### src/rtl/itlb_pkg.sv
package itlb_pkg;
    localparam int VA_W   = 32;
    localparam int PA_W   = 36;
    localparam int ASID_W = 8;
    localparam int ATTR_W = 3;
    localparam int PG_SH  = 12;
    localparam int MASK_W = 12;
    localparam int N_ENT  = 2;

    localparam int VPN_W = VA_W - PG_SH;
    localparam int PFN_W = PA_W - PG_SH;
    localparam int IDX_W = (N_ENT > 1) ? $clog2(N_ENT) : 1;

    typedef logic [VPN_W-1:0]  vpn_t;
    typedef logic [PFN_W-1:0]  pfn_t;
    typedef logic [ASID_W-1:0] asid_t;
    typedef logic [ATTR_W-1:0] attr_t;
    typedef logic [MASK_W-1:0] mask_t;
    typedef logic [IDX_W-1:0]  idx_t;

    typedef struct packed {
        logic  vld;
        vpn_t  vpn;
        pfn_t  pfn;
        attr_t attr;
    } uent_t;

    typedef enum logic {RF_IDLE, RF_WAIT} rf_st_e;

    // Narrow a backing page to the 4 KB frame that holds the given page.
    function automatic pfn_t narrow_frame(pfn_t base, vpn_t vpn, mask_t mask);
        return base + pfn_t'(vpn[MASK_W-1:0] & mask);
    endfunction
endpackage

### src/rtl/itlb_entry_array.sv
module itlb_entry_array
    import itlb_pkg::*;
(
    input  logic             clk,
    input  logic             rst,
    input  logic             flush,
    input  logic             wr_en,
    input  idx_t             wr_idx,
    input  vpn_t             wr_vpn,
    input  pfn_t             wr_pfn,
    input  attr_t            wr_attr,
    input  vpn_t             lk_vpn,
    output logic [N_ENT-1:0] match,
    output pfn_t             rd_pfn,
    output attr_t            rd_attr,
    output idx_t             rd_idx
);
    pfn_t  pfn_a  [N_ENT];
    attr_t attr_a [N_ENT];

    for (genvar g = 0; g < N_ENT; g++) begin : g_ent
        uent_t e_q;
        always_ff @(posedge clk) begin
            if (rst) begin
                e_q <= '0;
            end else if (flush) begin
                e_q.vld <= 1'b0;
            end else if (wr_en && wr_idx == idx_t'(g)) begin
                e_q <= '{vld: 1'b1, vpn: wr_vpn, pfn: wr_pfn, attr: wr_attr};
            end
        end
        assign match[g]  = e_q.vld && (e_q.vpn == lk_vpn);
        assign pfn_a[g]  = e_q.pfn;
        assign attr_a[g] = e_q.attr;
    end

    always_comb begin
        rd_idx  = '0;
        rd_pfn  = '0;
        rd_attr = '0;
        for (int i = 0; i < N_ENT; i++) begin
            if (match[i]) begin
                rd_idx  = idx_t'(i);
                rd_pfn  = pfn_a[i];
                rd_attr = attr_a[i];
            end
        end
    end

    AST_MATCH_ONEHOT: assert property (@(posedge clk) disable iff (rst)
        $onehot0(match));
endmodule

### src/rtl/itlb_lru.sv
module itlb_lru
    import itlb_pkg::*;
(
    input  logic clk,
    input  logic rst,
    input  logic use_en,
    input  idx_t use_idx,
    output idx_t victim
);
    always_ff @(posedge clk) begin
        if (rst) begin
            victim <= '0;
        end else if (use_en) begin
            victim <= ~use_idx;
        end
    end
endmodule

### src/rtl/itlb_refill_ctl.sv
module itlb_refill_ctl
    import itlb_pkg::*;
(
    input  logic  clk,
    input  logic  rst,
    input  logic  miss,
    input  logic  flush_now,
    input  vpn_t  lk_vpn,
    input  asid_t lk_asid,
    input  logic  rf_gnt,
    input  logic  rf_fault,
    output logic  busy,
    output logic  rf_req,
    output vpn_t  rf_vpn,
    output asid_t rf_asid,
    output logic  install_en,
    output logic  fault_out
);
    rf_st_e st_q;
    logic   stale_q;
    logic   discard;

    always_ff @(posedge clk) begin
        if (rst) begin
            st_q    <= RF_IDLE;
            stale_q <= 1'b0;
            rf_vpn  <= '0;
            rf_asid <= '0;
        end else begin
            case (st_q)
                RF_IDLE: if (miss) begin
                    st_q    <= RF_WAIT;
                    rf_vpn  <= lk_vpn;
                    rf_asid <= lk_asid;
                    stale_q <= flush_now;
                end
                RF_WAIT: begin
                    if (flush_now) stale_q <= 1'b1;
                    if (rf_gnt)    st_q    <= RF_IDLE;
                end
                default: st_q <= RF_IDLE;
            endcase
        end
    end

    assign busy       = (st_q == RF_WAIT);
    assign rf_req     = busy;
    assign discard    = stale_q || flush_now;
    assign install_en = busy && rf_gnt && !rf_fault && !discard;
    assign fault_out  = busy && rf_gnt && rf_fault && !discard;

    AST_REQ_HOLD: assert property (@(posedge clk) disable iff (rst)
        rf_req && !rf_gnt |=> rf_req && $stable(rf_vpn) && $stable(rf_asid));
    AST_GNT_RELEASE: assert property (@(posedge clk) disable iff (rst)
        rf_req && rf_gnt |=> !rf_req);
endmodule

### src/rtl/itlb_micro.sv
module itlb_micro
    import itlb_pkg::*;
(
    input  logic              clk,
    input  logic              rst,
    input  logic              fetch_valid,
    input  logic [VA_W-1:0]   fetch_va,
    input  logic [ASID_W-1:0] cur_asid,
    output logic              fetch_stall,
    output logic [PA_W-1:0]   fetch_pa,
    output logic [ATTR_W-1:0] fetch_attr,
    output logic              fetch_fault,
    input  logic              bk_write,
    output logic              rf_req,
    output logic [VPN_W-1:0]  rf_vpn,
    output logic [ASID_W-1:0] rf_asid,
    input  logic              rf_gnt,
    input  logic [PFN_W-1:0]  rf_pfn,
    input  logic [MASK_W-1:0] rf_mask,
    input  logic [ATTR_W-1:0] rf_attr,
    input  logic              rf_fault
);
    asid_t            asid_q;
    logic             flush_now;
    logic [N_ENT-1:0] match;
    pfn_t             rd_pfn;
    attr_t            rd_attr;
    idx_t             rd_idx;
    idx_t             victim;
    logic             busy, hit, miss, install_en;
    vpn_t             lk_vpn;
    pfn_t             fill_pfn;

    always_ff @(posedge clk) begin
        if (rst) asid_q <= '0;
        else     asid_q <= cur_asid;
    end

    assign lk_vpn    = fetch_va[VA_W-1:PG_SH];
    assign flush_now = bk_write || (cur_asid != asid_q);
    assign hit       = fetch_valid && !busy && !flush_now && (|match);
    assign miss      = fetch_valid && !busy && !hit;
    assign fill_pfn  = narrow_frame(rf_pfn, rf_vpn, rf_mask);

    itlb_entry_array u_arr (
        .clk     (clk),
        .rst     (rst),
        .flush   (flush_now),
        .wr_en   (install_en),
        .wr_idx  (victim),
        .wr_vpn  (rf_vpn),
        .wr_pfn  (fill_pfn),
        .wr_attr (rf_attr),
        .lk_vpn  (lk_vpn),
        .match   (match),
        .rd_pfn  (rd_pfn),
        .rd_attr (rd_attr),
        .rd_idx  (rd_idx)
    );

    itlb_lru u_lru (
        .clk     (clk),
        .rst     (rst),
        .use_en  (hit || install_en),
        .use_idx (install_en ? victim : rd_idx),
        .victim  (victim)
    );

    itlb_refill_ctl u_ctl (
        .clk        (clk),
        .rst        (rst),
        .miss       (miss),
        .flush_now  (flush_now),
        .lk_vpn     (lk_vpn),
        .lk_asid    (cur_asid),
        .rf_gnt     (rf_gnt),
        .rf_fault   (rf_fault),
        .busy       (busy),
        .rf_req     (rf_req),
        .rf_vpn     (rf_vpn),
        .rf_asid    (rf_asid),
        .install_en (install_en),
        .fault_out  (fetch_fault)
    );

    assign fetch_stall = busy || miss;
    assign fetch_pa    = hit ? {rd_pfn, fetch_va[PG_SH-1:0]} : '0;
    assign fetch_attr  = hit ? rd_attr : '0;

    AST_STALL_ON_MISS: assert property (@(posedge clk) disable iff (rst)
        fetch_valid && !hit |-> fetch_stall);
    AST_LRU_AWAY_HIT: assert property (@(posedge clk) disable iff (rst)
        hit |=> victim != $past(rd_idx));
    AST_LRU_AWAY_FILL: assert property (@(posedge clk) disable iff (rst)
        install_en |=> victim != $past(victim));
    AST_FAULT_KEEPS_LRU: assert property (@(posedge clk) disable iff (rst)
        fetch_fault |=> $stable(victim));
    AST_WRITE_EMPTIES: assert property (@(posedge clk) disable iff (rst)
        bk_write |=> match == '0);
    AST_NO_FILL_ON_FLUSH: assert property (@(posedge clk) disable iff (rst)
        flush_now |-> !install_en);
endmodule

### config.mk
export PLATFORM = sky130hd
export DESIGN_NAME = itlb_micro
export DESIGN_NICKNAME = d
export VERILOG_FILES = /design/src/rtl/itlb_pkg.sv /design/src/rtl/itlb_entry_array.sv /design/src/rtl/itlb_lru.sv /design/src/rtl/itlb_refill_ctl.sv /design/src/rtl/itlb_micro.sv
export SDC_FILE = /design/constraint.sdc
export NUM_CORES = 1
export LEC_CHECK = 0
export ABC_AREA = 1
export BUFFER_PORTS_ARGS = -buffer_cell sky130_fd_sc_hd__buf_2
export CORE_ASPECT_RATIO = 1.1
export CORE_MARGIN = 10
export CORE_UTILIZATION = 35
export CTS_CLUSTER_DIAMETER = 120
export DETAILED_ROUTE_END_ITERATION = 10
export GPL_ROUTABILITY_DRIVEN = 0
export GPL_TIMING_DRIVEN = 0
export PLACE_DENSITY = 0.53
export SYNTH_ARGS = -nofsm -noshare
export SYNTH_HDL_FRONTEND = slang
export SYNTH_HIERARCHICAL = 1
export SYNTH_SLANG_ARGS = --single-unit
### constraint.sdc
create_clock -name clk -period 3.4 [get_ports clk]
set_clock_uncertainty 0.1 [all_clocks]
set_input_delay 0.68 -clock clk [delete_from_list [all_inputs] [get_ports clk]]
set_output_delay 0.68 -clock clk [all_outputs]
set_load 0.005 [all_outputs]
==> results.cfg, run 1 <==
[clock_tree]
clock_path_buffers = 2
clk-insertion-delay-late_ns = 0.42
htreeDepth = 4
cts_tree = done
cts.sinks = 135
clk_transition_reported_paths_ns = 0.06
cts_buffers = 17
cts_root_buffer = clkbuf_16

[timing]
final_max_slew_viol_count = 0
final-hold-violation-count = 0
fmax_ghz = 0.3081
min_period_ns = 3.246
slew_headroom_pct = 54.72
period_share_pct = 95.48
worst_pin_slew_ns = 0.6792
fin_hold_ws_ns = 0.3434
rsz0062_at_grt = no
tns_ns = 0
setup_slack_ns = 0.1538
finalSetupViolations = 0

[outcome]
outcome = finished, final reports clean

[layout]
fillers = 2481
diodes = 0
fin_nets = 1564
area_delta_synth_final_pct = 23.17
drive_gt1_share_pct = 19.22

[setup_path]
cp_data_required_time_ns = 2.62
ff2ff_path_depth = 15
crit_type = primary input to primary output
critPathLaunchType = primary input
cp-startpoint = fetch_va[17]
r2r_start = asid_q[1]
reg2reg_slack_ns = 0.38
crit_path_end = fetch_pa[25]
worstPathArrival_ns = 2.47
endpoint_kind = primary output
cp_max_fo = 10
rr_endpoint = u_arr/g_ent[1].e_q[32]

[synth]
avgSynthCellArea_sq_um = 6.167
synth_area_sq_mm = 0.007931
synth_flop_cell = dfxtp_1
netlist-cell-type-count = 35
yosysTopAreaCell = dfxtp_1
synth_seq_cells = 135
ys_seq_area_share_pct = 34.07
synth_top_area_share_pct = 34.07
synthArstFlopShare_pct = 0
syn_inst = 1286
synth_fp_nets = 1384
synth-warning-count = 6
ys_top_cells_by_area = dfxtp_1, nand2_1, inv_1
synth_edf_count = 0

[grt]
grt_pass1_wl_um = 42230
track_usage_pct = 18.25
grt_remaining_overflow = 0
grt_pass1_vias = 7944
antenna_found_initial = 0
grt_start_max_net_pins = 17

[power]
p_int_mw = 2.822
seq_power_share_pct = 42.5
sw_frac_of_total_pct = 27.96
worst_ir_drop_vdd_mv = 0.3569
power_density_mw_per_mm2 = 401.0
leakagePower_nw = 5.058
combPwrFrac_pct = 13.0
clkPwrFrac_pct = 44.5
power_switching_mw = 1.096

[die]
core_area_sq_mm = 0.02218
die_y_um = 177.9
dieArea_sq_mm = 0.02909
die_x_um = 163.5
start_util_pct = 35.76
io_pins = 155
core.rowCount = 57

[detailed_routing]
via_per_inst = 4.554
wl_per_cell_um = 15.01
routed_wl_um = 26610
first_pass_iters = 5
ant_nets = 0
dr_total_vias = 8074
drc = 0
dr.first_iter.drc_count = 528

[place]
place_hpwl_um = 20840
pre_cts_ws_ns = -0.5245
io_buffers = 154

[hold_path]
holdCritStartpoint = u_arr/g_ent[0].e_q[7]
hp-class = flip-flop to flip-flop

[job]
maxCapViolations = 0
[flip-flops by register name, indices dropped and copies added (netlist names)]
signal	flops
u_arr/g_ent.e_q	90
u_ctl/rf_vpn	20
u_ctl/rf_asid	8
asid_q	8
u_ctl/stale_q	1
u_ctl/busy	1
u_arr/attr_a	6
u_lru/victim	1
[metal layers]
layer | global-route usage (%) | up-vias | part of all wire [%]
met2 | 31.80 | 180 | 49
met3 | 3.221 | 22 | 5.1
met5 | 0 | - | 0
li1 | - | 4278 | -
met4 | 4.918 | 0 | 1.4
met1 | 22.56 | 3594 | 44
[final cells by class]
class / instances / area, sq um / area share [%]
Buffer: 52 / 307.8 / 3.151
Clock buffer: 19 / 442.9 / 4.534
Clock inverter: 12 / 105.1 / 1.076
Inverter: 235 / 894.6 / 9.157
Multi-Input combinational cell: 863 / 4066 / 41.62
Sequential cell: 135 / 2703 / 27.66
Tap cell: 295 / 369.1 / 3.778
Timing Repair Buffer: 162 / 880.8 / 9.016
[worst max-delay path, cell delays in order]
cell      delay [ns]
buf_2           0.10
inv_1           0.08
nand2_1         0.09
o21ai_0         0.08
nor2_1          0.13
nand2_1         0.09
nor2_2          0.13
nand3_4         0.13
clkinv_8        0.07
buf_4           0.09
or2_4           0.14
nand4_4         0.11
buf_12          0.17
buf_12          0.15
nor2_2          0.07
buf_2           0.12
[power groups by stage]
| stage | clock network (mW) | registers (mW) | logic [mW] |
|---|---|---|---|
| floorplan | 0 | 1.69 | 0.291 |
| global placement | 0 | 1.70 | 0.512 |
| detailed placement | 0 | 1.70 | 0.514 |
| CTS | 1.77 | 1.67 | 0.518 |
| global route | 1.84 | 1.67 | 0.577 |
| finish | 1.74 | 1.67 | 0.509 |
[kinds of logic (layout without fill, tap and decap cells)]
| group | count (synthesis) | after routing | share of synthesized area, % |
|---|---|---|---|
| adder cells (fa/ha/maj) | 13 | 13 | 2.145 |
| buffers and inverters | 288 | 480 | 14.86 |
| AO/OA/AOI/OAI | 180 | 180 | 11.63 |
| AND/OR/NAND/NOR | 653 | 653 | 35.42 |
| flip-flops | 135 | 135 | 34.07 |
| XOR/XNOR | 17 | 17 | 1.877 |
[metrics by stage]
step | power, mW | cell area [sq um] | util [%] | std cells
2_1_floorplan | 1.981 | 7931 | - | 1286
3_3_place_gp | 2.214 | 9071 | 40.90 | 1735
3_5_place_dp | 2.216 | 9071 | 40.90 | 1735
4_1_cts | 3.956 | 9681 | 43.65 | 1769
5_1_grt | 4.090 | 9769 | 44.05 | 1773
6_report | 3.918 | 9769 | 44.05 | 1773
[how the worst min path moves through the flow]
| stage | endpoint | cells past startpoint | slack [ns] |
|---|---|---|---|
| floorplan | u_arr/g_ent[0].e_q[10] | 2 | 0.32 |
| global placement | u_arr/g_ent[0].e_q[19] | 2 | 0.33 |
| detailed placement | u_arr/g_ent[0].e_q[7] | 2 | 0.34 |
| CTS | u_arr/g_ent[0].e_q[7] | 2 | 0.35 |
| global route | u_arr/attr_a[4] | 2 | 0.36 |
| finish | u_arr/g_ent[0].e_q[7] | 2 | 0.34 |
[Yosys cell counts, types with 5 or more instances]
master    instances
nor2_2           42
nand2_1         316
nor2_1          179
inv_1           229
nand3_1          91
a21oi_1          64
buf_4             5
buf_6             8
o21ai_0         103
ha_1             12
inv_2             5
xor2_1           13
dfxtp_1         135
buf_2            11
nor3_1            5
nor2_4            6
clkbuf_1         25
[repair_timing]
action | CTS | global route
pin swaps | 3 | 1
setup endpoints to repair | 51 | 55
setup buffers | 3 | 3
hold buffers | 0 | 0
resized for setup | 7 | 10
cloned | 1 | 1
[cell usage in the layout, fill, tap and decap left out, drive strengths merged]
| cell type | netlist | routed |
|---|---|---|
| nand2 | 318 | 318 |
| inv | 234 | 235 |
| nor2 | 227 | 227 |
| buf | 28 | 188 |
| dfxtp | 135 | 135 |
| o21ai | 106 | 106 |
| nand3 | 92 | 92 |
| a21oi | 64 | 64 |
| clkbuf | 25 | 45 |
| xor2 | 13 | 13 |
| ha | 12 | 12 |
| nor3 | 10 | 10 |
| clkinv | 1 | 6 |
| clkinvlp | 0 | 5 |
| o211ai | 4 | 4 |
| xnor2 | 4 | 4 |
| o22ai | 3 | 3 |
| nand4 | 3 | 3 |
| or2 | 2 | 2 |
| a21o | 1 | 1 |
| a21boi | 1 | 1 |
| nor3b | 1 | 1 |
| o21bai | 1 | 1 |
| fa | 1 | 1 |
| bufinv | 0 | 1 |
No activity file was read; power rests on OpenSTA's default activity.
==> run 2, diff against run 1 <==
Settings changed: GPL_TIMING_DRIVEN 0 to not set.
==> run 2 against run 1 <==
Against the previous run:
- sequential power hardly changed
- clock power is 11% higher
- critical path type unchanged
- cell area is 1.7% lower
- sequential cell count stayed put
- die area stayed put
- cell count is 2.3% lower
- via count is 3.2% lower
- register-to-register slack better by 0.39 ns
- global-route usage is 1.5 points lower
- first-iteration DRC count is 32% lower
- wire length is 9.0% lower
==> results.cfg, run 2 (synthesized netlist as in run 1, its figures left out) <==
[detailed_routing]
drc = 0
wl_per_cell_um = 13.98
ant_nets = 0
first_pass_iters = 6
routed_wl_um = 24220
dr.first_iter.drc_count = 361
via_per_inst = 4.508
dr_total_vias = 7813

[timing]
setup_slack_ns = 0.2962
rsz0062_at_grt = no
fmax_ghz = 0.3222
final-hold-violation-count = 0
finalSetupViolations = 0
min_period_ns = 3.104
final_max_slew_viol_count = 0
fin_hold_ws_ns = 0.3435
slew_headroom_pct = 42.18
tns_ns = 0
period_share_pct = 91.29
worst_pin_slew_ns = 0.8664

[clock_tree]
htreeDepth = 4
cts_tree = done
cts_resized = 0
clk_transition_reported_paths_ns = 0.06
ctsHoldBuffers = 0
clock_path_buffers = 2
cts_setup_buffers = 0
cts_buffers = 17
cts_root_buffer = clkbuf_16
clk-insertion-delay-late_ns = 0.42
cts.sinks = 135

[power]
combPwrFrac_pct = 12.1
power_switching_mw = 1.112
clkPwrFrac_pct = 47.2
p_int_mw = 2.973
sw_frac_of_total_pct = 27.21
seq_power_share_pct = 40.8
power_density_mw_per_mm2 = 425.1
leakagePower_nw = 4.981
worst_ir_drop_vdd_mv = 0.3207

[die]
die_x_um = 163.5
core_area_sq_mm = 0.02218
start_util_pct = 35.76
io_pins = 155
dieArea_sq_mm = 0.02909
die_y_um = 177.9
core.rowCount = 57

[grt]
grt_start_max_net_pins = 96
track_usage_pct = 16.77
grt_pass1_wl_um = 39320
grt_remaining_overflow = 0
antenna_found_initial = 3
grt_pass1_vias = 7760

[layout]
fin_util_pct = 43.32
layout_common_cells = nand2_1, inv_1, nor2_1
layout_commonest_cell = nand2_1
reg_top3 = u_arr/g_ent.e_q x90, u_ctl/rf_vpn x20
fillers = 2395
fin_cells = 1733
fin_nets = 1521
area_delta_synth_final_pct = 21.14
regMostFlops = u_arr/g_ent.e_q
drive_gt1_share_pct = 18.80
largest_reg_flops = 90

[place]
pre_cts_ws_ns = 0.2500
dpl.cell_count = 1699
place_hpwl_um = 18080
io_buffers = 154

[setup_path]
endpoint_kind = primary output
cp_data_required_time_ns = 2.62
crit_type = primary input to primary output
worstPathArrival_ns = 2.32
critPathLaunchType = primary input
cp_max_fo = 28

[job]
maxCapViolations = 0

[hold_path]
hp-class = flip-flop to flip-flop

[outcome]
outcome = finished, final reports clean
==> run 2: changes by cell type in the layout (fill, tap and decap cells not counted), moves of 3 or more <==
| cell | before | now |
|---|---|---|
| clkinv_4 | 1 | 4 |
| inv_6 | 1 | 4 |
| buf_2 | 165 | 154 |
| buf_12 | 3 | 6 |
| clkinv_2 | 4 | 1 |
| clkbuf_1 | 24 | 0 |
| buf_6 | 3 | 0 |
| buf_1 | 4 | 0 |
==> run 2: worst paths after layout <==
path,cells after the start,to,slack (ns),startpoint
max,15,fetch_pa[16],0.30,fetch_va[26]
min,2,u_arr/g_ent[0].e_q[24],0.34,u_arr/g_ent[0].e_q[24]
max reg2reg,14,u_arr/g_ent[0].e_q[44],0.77,asid_q[1]
min reg2reg,2,u_arr/g_ent[0].e_q[24],0.34,u_arr/g_ent[0].e_q[24]
==> run 2: through the flow <==
| step | area, sq um | total power [mW] |
|---|---|---|
| floorplan | 7931 | 1.981 |
| global placement | 8987 | 2.201 |
| detailed placement | 8987 | 2.203 |
| CTS | 9603 | 4.141 |
| global route | 9603 | 4.278 |
| finish | 9608 | 4.085 |
==> run 2: metal layers <==
metal	part of all wire, %	track usage [%]	vias to the layer above
met5	0.037	0	-
met4	2.5	5.738	2
met3	4.9	3.940	30
met2	50	29.49	158
met1	43	19.46	3436
li1	-	-	4187
==> run 2: cell type report <==
type | count | area, sq um | area share (%)
antenna | 2 | 5.005 | 0.05209
clock buffer | 17 | 425.4 | 4.428
clock inverter | 15 | 190.2 | 1.979
inverter | 235 | 887.1 | 9.233
multi-input combinational | 863 | 4055 | 42.21
sequential | 135 | 2703 | 28.13
tap | 295 | 369.1 | 3.842
timing repair buffer | 171 | 973.4 | 10.13
==> run 2: power groups by stage <==
stage / registers, mW / logic (mW) / clock network (mW)
final: 1.66 / 0.492 / 1.93
after global routing: 1.67 / 0.569 / 2.04
after CTS: 1.67 / 0.504 / 1.97
after detailed placement: 1.70 / 0.502 / 0
after global placement: 1.70 / 0.500 / 0
after floorplan: 1.69 / 0.291 / 0
==> run 2: critical path, stage by stage <==
cell      delay, ns
buf_2          0.12
inv_1          0.07
nand2_1        0.06
nand2_1        0.05
nor2_1         0.11
nand2_1        0.08
nor2_2         0.16
nand3_4        0.11
clkinv_4       0.05
buf_4          0.31
nand2_1        0.09
nand2_1        0.14
inv_1          0.07
nor2_2         0.09
buf_2          0.12
